$ cat config.mk
export PLATFORM = sky130hd
export DESIGN_NAME = crc_fold_engine
export DESIGN_NICKNAME = d
export VERILOG_FILES = /design/src/rtl/crc_fold_pkg.sv /design/src/rtl/crc_fold_dp.sv /design/src/rtl/crc_fold_ctrl.sv /design/src/rtl/crc_fold_engine.sv
export SDC_FILE = /design/constraint.sdc
export NUM_CORES = 2
export LEC_CHECK = 0
export BUFFER_PORTS_ARGS = -buffer_cell sky130_fd_sc_hd__buf_2
export CORE_ASPECT_RATIO = 2
export CORE_MARGIN = 2
export CORE_UTILIZATION = 45
export DETAILED_ROUTE_END_ITERATION = 7
export MAX_ROUTING_LAYER = met4
export PLACE_DENSITY_LB_ADDON = 0.05
export SYNTH_ARGS = -nofsm -noshare
export SYNTH_HDL_FRONTEND = slang
export SYNTH_SLANG_ARGS = --single-unit
$ cat constraint.sdc
create_clock -name clk -period 4 [get_ports clk]
set_input_delay 0.2 -clock clk [delete_from_list [all_inputs] [get_ports clk]]
set_output_delay 0.2 -clock clk [all_outputs]
set_load 0.03 [all_outputs]
$ cat src/rtl/crc_fold_pkg.sv
package crc_fold_pkg;

  localparam int WORD_W = 128;
  localparam int HALF_W = 64;
  localparam int CRC_W  = 32;
  localparam int PROD_W = HALF_W + CRC_W - 1;
  localparam int LANES  = 4;
  localparam int LANE_W = $clog2(LANES);

  // Strobes from control to datapath
  typedef struct packed {
    logic              wrEn;       // write accepted word into a lane
    logic              firstRound; // lane load without folding
    logic [LANE_W-1:0] laneSel;    // lane receiving the word
    logic              mergeEn;    // one merge fold this cycle
    logic [1:0]        mergeSel;   // 0: L0=f128(L0)^L1, 1: L2=f128(L2)^L3, 2: reduce in f256(L0)^L2
    logic              redStep;    // one step of the final division
  } ctrl_t;

  // x^m mod poly, normal bit order (bit i = coefficient of x^i)
  function automatic logic [CRC_W-1:0] xPowMod(input int m, input logic [CRC_W-1:0] poly);
    logic [CRC_W-1:0] r;
    logic             top;
    r = 1;
    for (int i = 0; i < m; i++) begin
      top = r[CRC_W-1];
      r   = {r[CRC_W-2:0], 1'b0} ^ ({CRC_W{top}} & poly);
    end
    return r;
  endfunction

  function automatic logic [PROD_W-1:0] clmul(input logic [HALF_W-1:0] a, input logic [CRC_W-1:0] b);
    logic [PROD_W-1:0] p;
    p = '0;
    for (int i = 0; i < CRC_W; i++)
      if (b[i]) p ^= {{(CRC_W-1){1'b0}}, a} << i;
    return p;
  endfunction

  function automatic logic [WORD_W-1:0] rev128(input logic [WORD_W-1:0] v);
    logic [WORD_W-1:0] o;
    for (int i = 0; i < WORD_W; i++) o[i] = v[WORD_W-1-i];
    return o;
  endfunction

  function automatic logic [CRC_W-1:0] rev32(input logic [CRC_W-1:0] v);
    logic [CRC_W-1:0] o;
    for (int i = 0; i < CRC_W; i++) o[i] = v[CRC_W-1-i];
    return o;
  endfunction

endpackage

$ cat src/rtl/crc_fold_dp.sv
module crc_fold_dp
  import crc_fold_pkg::*;
#(
  parameter logic [CRC_W-1:0] POLY     = 32'h1EDC6F41,
  parameter int               RED_BITS = 8,
  parameter logic [CRC_W-1:0] K512_HI  = 32'h0,
  parameter logic [CRC_W-1:0] K512_LO  = 32'h0,
  parameter logic [CRC_W-1:0] K256_HI  = 32'h0,
  parameter logic [CRC_W-1:0] K256_LO  = 32'h0,
  parameter logic [CRC_W-1:0] K128_HI  = 32'h0,
  parameter logic [CRC_W-1:0] K128_LO  = 32'h0
) (
  input  logic              clk,
  input  logic              rstN,
  input  ctrl_t             ctl,
  input  logic [WORD_W-1:0] inData,
  input  logic [CRC_W-1:0]  crcInit,
  output logic [CRC_W-1:0]  crcOut
);

  logic [WORD_W-1:0] lane [LANES];
  logic [WORD_W-1:0] wordN, initTerm;
  logic [WORD_W-1:0] foldSrc, foldOut, mergeAdd;
  logic [CRC_W-1:0]  kHi, kLo;
  logic [WORD_W-1:0] redBuf;
  logic [CRC_W-1:0]  redCrc, redNext;

  // Internal arithmetic uses normal bit order; reflection is wiring only
  assign wordN    = rev128(inData);
  assign initTerm = {rev32(crcInit), {(WORD_W-CRC_W){1'b0}}};

  // Shared folding unit: select source and constant pair
  always_comb begin
    foldSrc  = lane[ctl.laneSel];
    kHi      = K512_HI;
    kLo      = K512_LO;
    mergeAdd = lane[1];
    if (ctl.mergeEn) begin
      unique case (ctl.mergeSel)
        2'd0:    begin foldSrc = lane[0]; kHi = K128_HI; kLo = K128_LO; mergeAdd = lane[1]; end
        2'd1:    begin foldSrc = lane[2]; kHi = K128_HI; kLo = K128_LO; mergeAdd = lane[3]; end
        default: begin foldSrc = lane[0]; kHi = K256_HI; kLo = K256_LO; mergeAdd = lane[2]; end
      endcase
    end
  end

  assign foldOut = {{(WORD_W-PROD_W){1'b0}},
                    clmul(foldSrc[WORD_W-1:HALF_W], kHi) ^ clmul(foldSrc[HALF_W-1:0], kLo)};

  // Lane accumulators
  for (genvar g = 0; g < LANES; g++) begin : gLane
    logic wordHit, mergeHit;
    assign wordHit  = ctl.wrEn && (ctl.laneSel == LANE_W'(g));
    assign mergeHit = ctl.mergeEn && ((g == 0 && ctl.mergeSel == 2'd0) ||
                                      (g == 2 && ctl.mergeSel == 2'd1));
    always_ff @(posedge clk or negedge rstN) begin
      if (!rstN)
        lane[g] <= '0;
      else if (wordHit) begin
        if (ctl.firstRound)
          lane[g] <= (g == 0) ? (wordN ^ initTerm) : wordN;
        else
          lane[g] <= foldOut ^ wordN;
      end else if (mergeHit)
        lane[g] <= foldOut ^ mergeAdd;
    end
  end

  // Final division: RED_BITS message bits per step
  always_comb begin
    logic fb;
    redNext = redCrc;
    for (int i = 0; i < RED_BITS; i++) begin
      fb      = redNext[CRC_W-1] ^ redBuf[WORD_W-1-i];
      redNext = {redNext[CRC_W-2:0], 1'b0} ^ ({CRC_W{fb}} & POLY);
    end
  end

  always_ff @(posedge clk or negedge rstN) begin
    if (!rstN) begin
      redBuf <= '0;
      redCrc <= '0;
    end else if (ctl.mergeEn && ctl.mergeSel == 2'd2) begin
      redBuf <= foldOut ^ mergeAdd;
      redCrc <= '0;
    end else if (ctl.redStep) begin
      redBuf <= redBuf << RED_BITS;
      redCrc <= redNext;
    end
  end

  assign crcOut = rev32(redCrc);

  AST_WRITE_NOT_MERGE: assert property (@(posedge clk) disable iff (!rstN)
    !(ctl.wrEn && (ctl.mergeEn || ctl.redStep)));
  AST_REDUCE_AFTER_LOAD: assert property (@(posedge clk) disable iff (!rstN)
    (ctl.mergeEn && ctl.mergeSel == 2'd2) |=> ctl.redStep);

endmodule

$ cat src/rtl/crc_fold_ctrl.sv
module crc_fold_ctrl
  import crc_fold_pkg::*;
#(
  parameter int RED_STEPS = 16
) (
  input  logic  clk,
  input  logic  rstN,
  input  logic  inValid,
  input  logic  inLast,
  output logic  inReady,
  output logic  crcValid,
  output ctrl_t ctl
);

  localparam int CNT_W = $clog2(RED_STEPS + 1);

  typedef enum logic [2:0] {S_STREAM, S_M0, S_M1, S_M2, S_RED, S_DONE} state_t;

  state_t            state;
  logic [LANE_W-1:0] laneIdx;
  logic              firstRound;
  logic [CNT_W-1:0]  redCnt;
  logic              accept;

  assign inReady  = (state == S_STREAM);
  assign crcValid = (state == S_DONE);
  assign accept   = inValid && inReady;

  always_comb begin
    ctl            = '0;
    ctl.wrEn       = accept;
    ctl.firstRound = firstRound;
    ctl.laneSel    = laneIdx;
    ctl.mergeEn    = (state == S_M0) || (state == S_M1) || (state == S_M2);
    ctl.mergeSel   = (state == S_M0) ? 2'd0 : (state == S_M1) ? 2'd1 : 2'd2;
    ctl.redStep    = (state == S_RED);
  end

  always_ff @(posedge clk or negedge rstN) begin
    if (!rstN) begin
      state      <= S_STREAM;
      laneIdx    <= '0;
      firstRound <= 1'b1;
      redCnt     <= '0;
    end else begin
      unique case (state)
        S_STREAM: if (accept) begin
          laneIdx <= laneIdx + 1'b1;
          if (laneIdx == LANE_W'(LANES-1)) firstRound <= 1'b0;
          if (inLast) begin
            state      <= S_M0;
            laneIdx    <= '0;
            firstRound <= 1'b1;
          end
        end
        S_M0: state <= S_M1;
        S_M1: state <= S_M2;
        S_M2: begin
          state  <= S_RED;
          redCnt <= '0;
        end
        S_RED: begin
          redCnt <= redCnt + 1'b1;
          if (redCnt == CNT_W'(RED_STEPS-1)) state <= S_DONE;
        end
        default: state <= S_STREAM;
      endcase
    end
  end

  AST_LAST_ON_LANE3: assert property (@(posedge clk) disable iff (!rstN)
    (accept && inLast) |-> (laneIdx == LANE_W'(LANES-1)));
  AST_STALL_AFTER_LAST: assert property (@(posedge clk) disable iff (!rstN)
    (accept && inLast) |=> !inReady);
  AST_DONE_PULSE: assert property (@(posedge clk) disable iff (!rstN)
    crcValid |=> !crcValid);
  AST_RESUME_AFTER_DONE: assert property (@(posedge clk) disable iff (!rstN)
    crcValid |=> inReady);

endmodule

$ cat src/rtl/crc_fold_engine.sv
module crc_fold_engine
  import crc_fold_pkg::*;
#(
  parameter logic [CRC_W-1:0] POLY     = 32'h1EDC6F41,
  parameter int               RED_BITS = 8,
  parameter logic [CRC_W-1:0] K512_HI  = xPowMod(512 + HALF_W, POLY),
  parameter logic [CRC_W-1:0] K512_LO  = xPowMod(512, POLY),
  parameter logic [CRC_W-1:0] K256_HI  = xPowMod(256 + HALF_W, POLY),
  parameter logic [CRC_W-1:0] K256_LO  = xPowMod(256, POLY),
  parameter logic [CRC_W-1:0] K128_HI  = xPowMod(128 + HALF_W, POLY),
  parameter logic [CRC_W-1:0] K128_LO  = xPowMod(128, POLY)
) (
  input  logic          clk,
  input  logic          rstN,
  input  logic          inValid,
  output logic          inReady,
  input  logic [127:0]  inData,
  input  logic          inLast,
  input  logic [31:0]   crcInit,
  output logic          crcValid,
  output logic [31:0]   crcOut
);

  localparam int RED_STEPS = WORD_W / RED_BITS;

  ctrl_t ctl;

  crc_fold_ctrl #(.RED_STEPS(RED_STEPS)) uCtrl (
    .clk      (clk),
    .rstN     (rstN),
    .inValid  (inValid),
    .inLast   (inLast),
    .inReady  (inReady),
    .crcValid (crcValid),
    .ctl      (ctl)
  );

  crc_fold_dp #(
    .POLY(POLY), .RED_BITS(RED_BITS),
    .K512_HI(K512_HI), .K512_LO(K512_LO),
    .K256_HI(K256_HI), .K256_LO(K256_LO),
    .K128_HI(K128_HI), .K128_LO(K128_LO)
  ) uDp (
    .clk     (clk),
    .rstN    (rstN),
    .ctl     (ctl),
    .inData  (inData),
    .crcInit (crcInit),
    .crcOut  (crcOut)
  );

endmodule

==> results.cfg, run 1 <==
[synth]
syn-instance-count = 9159
synth_area_leaders = dfrtp_1 23%, xnor2_1 21%, o21ai_0 5.9%, nand2_1 5.6%, xor2_1 4.2%
ys_warn_count = 0
ys.flop_type = dfrtp_1
syn-cell-area_um2 = 75000
yosysTopAreaCell = dfrtp_1
syn_nets = 9329
yosysMostFrequentCell = xnor2_1
synth.distinct_cells = 115
yosys-top-cells-count = 1,779 x xnor2_1, 1,121 x nand2_1, 883 x o21ai_0
yosysSeqAreaShare = 0.228
ys_ff_latch = 683
avgSynthCellArea_um2 = 8.19
synth_edf_count = 0
synth_top_area_frac = 0.227
synth-async-reset-ratio = 1.00

[die]
die_h_um = 581
initial_utilization = 0.451
io_pins = 198
die_w_um = 293
rows = 212

[global_routing]
track_usage = 0.916
grt_max_degree = 149
gr-total-overflow = 12000
grt_pass1_wl_mm = 1120
grt_pass1_vias = 116000

[placed_design]
hpwlAfterDp_mm = 521
placed_cells = 13800
globalplace.congestion = 1.39
portBuffers = 197

[run_status]
error_line = [ERROR GRT-0116] Global routing finished with congestion. Check the congestion regions in the DRC Viewer.
stop_stage = 5_1_grt
status = did not finish

[clock_tree]
clk_path_buf_depth = 3
cts_buffers = 67
cts.sinks = 683
cts_root_buf = clkbuf_16
ctsHtreeMaxLevel = 3
[layer usage]
layer | GRT usage | GRT overflow
met1 | 0.847 | 58
met2 | 1.25 | 10300
met3 | 0.585 | 60
met4 | 0.910 | 1602
met5 | - | -
[what timing repair did]
action,in CTS
gates cloned,3
hold buffers,105
pin swaps,93
buffers inserted,60
endpoints found under the setup margin,426
resized for setup,459
endpoints found under the hold margin,360
[cell families after synthesis]
group	synth area share
multiplexers	0.0853
flip-flops	0.228
adder cells (fa/ha/maj)	0.00127
AND/OR/NAND/NOR	0.147
AO/OA/AOI/OAI	0.210
XOR/XNOR	0.276
buffers and inverters	0.0528
[metrics by stage]
stage	setup WS [ns]	hold slack (ns)	instance area, um2
after floorplan	0.0778	-0.0956	75000
after detailed placement	-1.73	0.278	102000
after global placement	-1.71	0.285	102000
after CTS	-0.552	0.00107	108000
==> run 2: changes to the inputs <==
--- a/config.mk
+++ b/config.mk
@@ -6,12 +6,10 @@
 export NUM_CORES = 2
 export LEC_CHECK = 0
 export BUFFER_PORTS_ARGS = -buffer_cell sky130_fd_sc_hd__buf_2
-export CORE_ASPECT_RATIO = 2
 export CORE_MARGIN = 2
-export CORE_UTILIZATION = 45
+export CORE_UTILIZATION = 30
 export DETAILED_ROUTE_END_ITERATION = 7
-export MAX_ROUTING_LAYER = met4
-export PLACE_DENSITY_LB_ADDON = 0.05
+export PLACE_DENSITY_LB_ADDON = 0.15
 export SYNTH_ARGS = -nofsm -noshare
 export SYNTH_HDL_FRONTEND = slang
 export SYNTH_SLANG_ARGS = --single-unit
==> constraint.sdc (replaced) <==
create_clock -name clk -period 5.2 [get_ports clk]
set_input_delay 0.26 -clock clk [delete_from_list [all_inputs] [get_ports clk]]
set_output_delay 0.26 -clock clk [all_outputs]
set_load 0.03 [all_outputs]
==> run 2 against run 1 <==
The flow now finishes, with violations (design-rule violations, negative setup slack). Synthesized area unchanged. Synthesized cell count unchanged.
==> results.cfg, run 2 <==
[synth]
yosysSeqAreaShare = 0.228
syn_nets = 9329
yosysMostFrequentCell = xnor2_1
ys_ff_latch = 683
synth_edf_count = 0
avgSynthCellArea_um2 = 8.19
synth_top_area_frac = 0.227
synth-async-reset-ratio = 1.00
yosys-top-cells-count = 1,779 x xnor2_1, 1,121 x nand2_1, 883 x o21ai_0
synth_area_leaders = dfrtp_1 23%, xnor2_1 21%, o21ai_0 5.9%, nand2_1 5.6%, xor2_1 4.2%
synth.distinct_cells = 115
ys_warn_count = 0
yosysTopAreaCell = dfrtp_1
ys.flop_type = dfrtp_1
syn-instance-count = 9159
syn-cell-area_um2 = 75000

[cells_and_area]
nFillCells = 26000
largest_reg_flops = 512
final_cell_mix = 1,764 x xnor2_1, 1,359 x buf_4, 1,113 x nand2_1
drive_above_1_share = 0.223
multi_input_area_um2 = 54300
seq_area_um2 = 17100
largest_registers = uDp.lane: 512 flops, uDp.redBuf: 128 flops, uDp.redCrc: 32 flops
nets = 10500
regMostFlops = uDp.lane
layout_commonest_cell = xnor2_1
area_delta_synth_final_pct = 25.3

[die]
initial_utilization = 0.302
rows = 183
die_w_um = 504
io_pins = 198
die_h_um = 504
die-area_um2 = 254000
core_area_um2 = 249000

[clock_tree]
ctsHtreeMaxLevel = 3
cts_root_buf = clkbuf_16
clk_pin_slew_worst_paths_ns = 0.06
insertion_delay_ns = 0.84
clk_path_buf_depth = 3
cts_buffers = 87
cts_tree = built
cts.sinks = 683

[routing]
m1WireLength_mm = 263
dr_wl_met2_mm = 238
drc = 6
num_vias = 86000
ant_nets = 0
wl_mm = 629
topRoutingLayerUsed = met5
via_per_inst = 6.28
dr.first_iter.drc_count = 14800
wl_met3_mm = 88.6
wl_per_cell_um = 45.9
dr.pass1.iters = 8

[critical_path]
worstSetupStartpointType = register
critPathMaxFanout = 16
worstPathRequired_ns = 5.83
r2r-start = uCtrl.laneIdx[1]
cp.arrival_ns = 6.02
cp_top_family = XOR/XNOR gates
critPathBufInv = 4
worst-setup-path-type = register to register
cp_slowest_cell = mux4_2
crit_chain = buf_12 > buf_12 > mux4_2 > buf_4 > o21ai_0 > nand3b_1 > o21ai_0 > xnor2_1 > o21ai_1 > xnor2_1 > xor3_1 > buf_12 > nor2_1 > xnor2_1 > o221ai_1
end_kind = register
slowest_delay_ns = 0.86
startpoint = uCtrl.laneIdx[1]

[global_routing]
grt_pass1_wl_mm = 804
gr-total-overflow = 0
grt_max_degree = 165
grt_pass1_vias = 78200
antenna_found_initial = 84
track_usage = 0.475

[timing]
fin_hold_ws_ns = 0.0374
hold_viol = 0
rsz0062_at_grt = no
slew_headroom = 0.0551
tightest_slew_ns = 1.41
final_period_minus_worst_setup_slack_ns = 5.38
min_period_over_period = 1.04
setup_viol = 11
fin_ws_ns = -0.185
max_freq_mhz = 186
maxSlewViolCount = 0
skew_ns = 0.135
setup-tns-final_ns = -0.750

[job]
cap_viol_max_count = 0

[min_path]
min_from = crcInit[28]
hold_class = input port to register

[placed_design]
hpwlAfterDp_mm = 498
globalplace.congestion = 1.10
portBuffers = 197

[run_status]
violations = design-rule violations, negative setup slack
status = complete, but fails checks
run 2: cell counts after synthesis:
No cell type changed its count.
run 2: stage by stage:
stage / instance area [um2] / util / setup WS [ns] / std cells
floorplan: 75000 / - / 1.28 / 9159
global placement: 89400 / 0.359 / -0.251 / 13400
finish: 94000 / 0.378 / -0.185 / 13700
global route: 94000 / 0.378 / 0.00319 / 13700
CTS: 93600 / 0.376 / 0.00105 / 13700
detailed placement: 89400 / 0.359 / -0.240 / 13400
run 2: cell families (layout without fill, tap and decap cells):
family	count (synthesis)	in the layout	share of synthesized area
buffers and inverters	819	2017	0.0528
xor gates and xnor gates	2232	2232	0.276
muxes	462	462	0.0853
adders and majority gates	8	8	0.00127
and+or+nand+nor	2446	2446	0.147
DFF	683	683	0.228
AOI/OAI and AO/OA	2509	2509	0.210
other	0	21	0
run 2: worst register-to-register path: cells and delay by family (launching register included):
kind | cells | cell delay (ns)
flops | 1 | 0.59
simple gates | 2 | 0.34
xor+xnor | 4 | 1.43
mux | 1 | 0.92
buf+inv | 4 | 0.99
compound gates | 4 | 1.04
run 2: layer usage:
| layer | vias up | track usage |
|---|---|---|
| met5 | - | 0.00394 |
| met1 | 43700 | 0.655 |
| met2 | 6758 | 0.628 |
| met4 | 32 | 0.240 |
| li1 | 34300 | - |
| met3 | 1230 | 0.190 |
run 2: timing repair:
action / in CTS / in global routing
resized for setup: 3 / 29
hold buffers: 128 / 0
pin swaps: 0 / 3
setup buffers: 0 / 24
hold endpoints to repair: 447 / 0
setup endpoints to repair: 10 / 81
run 2: area by class of cell:
| class | count | share of cell area |
|---|---|---|
| multi-input combinational | 7657 | 0.578 |
| sequential | 683 | 0.182 |
| timing repair buffer | 1825 | 0.163 |
| tap | 3330 | 0.0443 |
| clock buffer | 128 | 0.0264 |
| clock inverter | 31 | 0.00463 |
| inverter | 33 | 0.00136 |
| antenna | 21 | 0.000559 |
run 2: final timing paths:
kind / to / cells after the start / slack [ns]
hold reg to reg: uDp.redBuf[8] / 2 / 0.48
min in group asynchronous: uDp.lane[251] / 2 / 0.10
setup reg to reg: uDp.lane[170] / 15 / -0.18
hold / removal: uDp.lane[483] / 4 / 0.04
setup / recovery: uDp.lane[170] / 15 / -0.18
max in group asynchronous: uCtrl.redCnt[3] / 3 / 3.59
Power of run 2 is left out: the tool's default activity adds up to more than one toggle a clock period on the data nets, which glitch-free logic cannot reach.
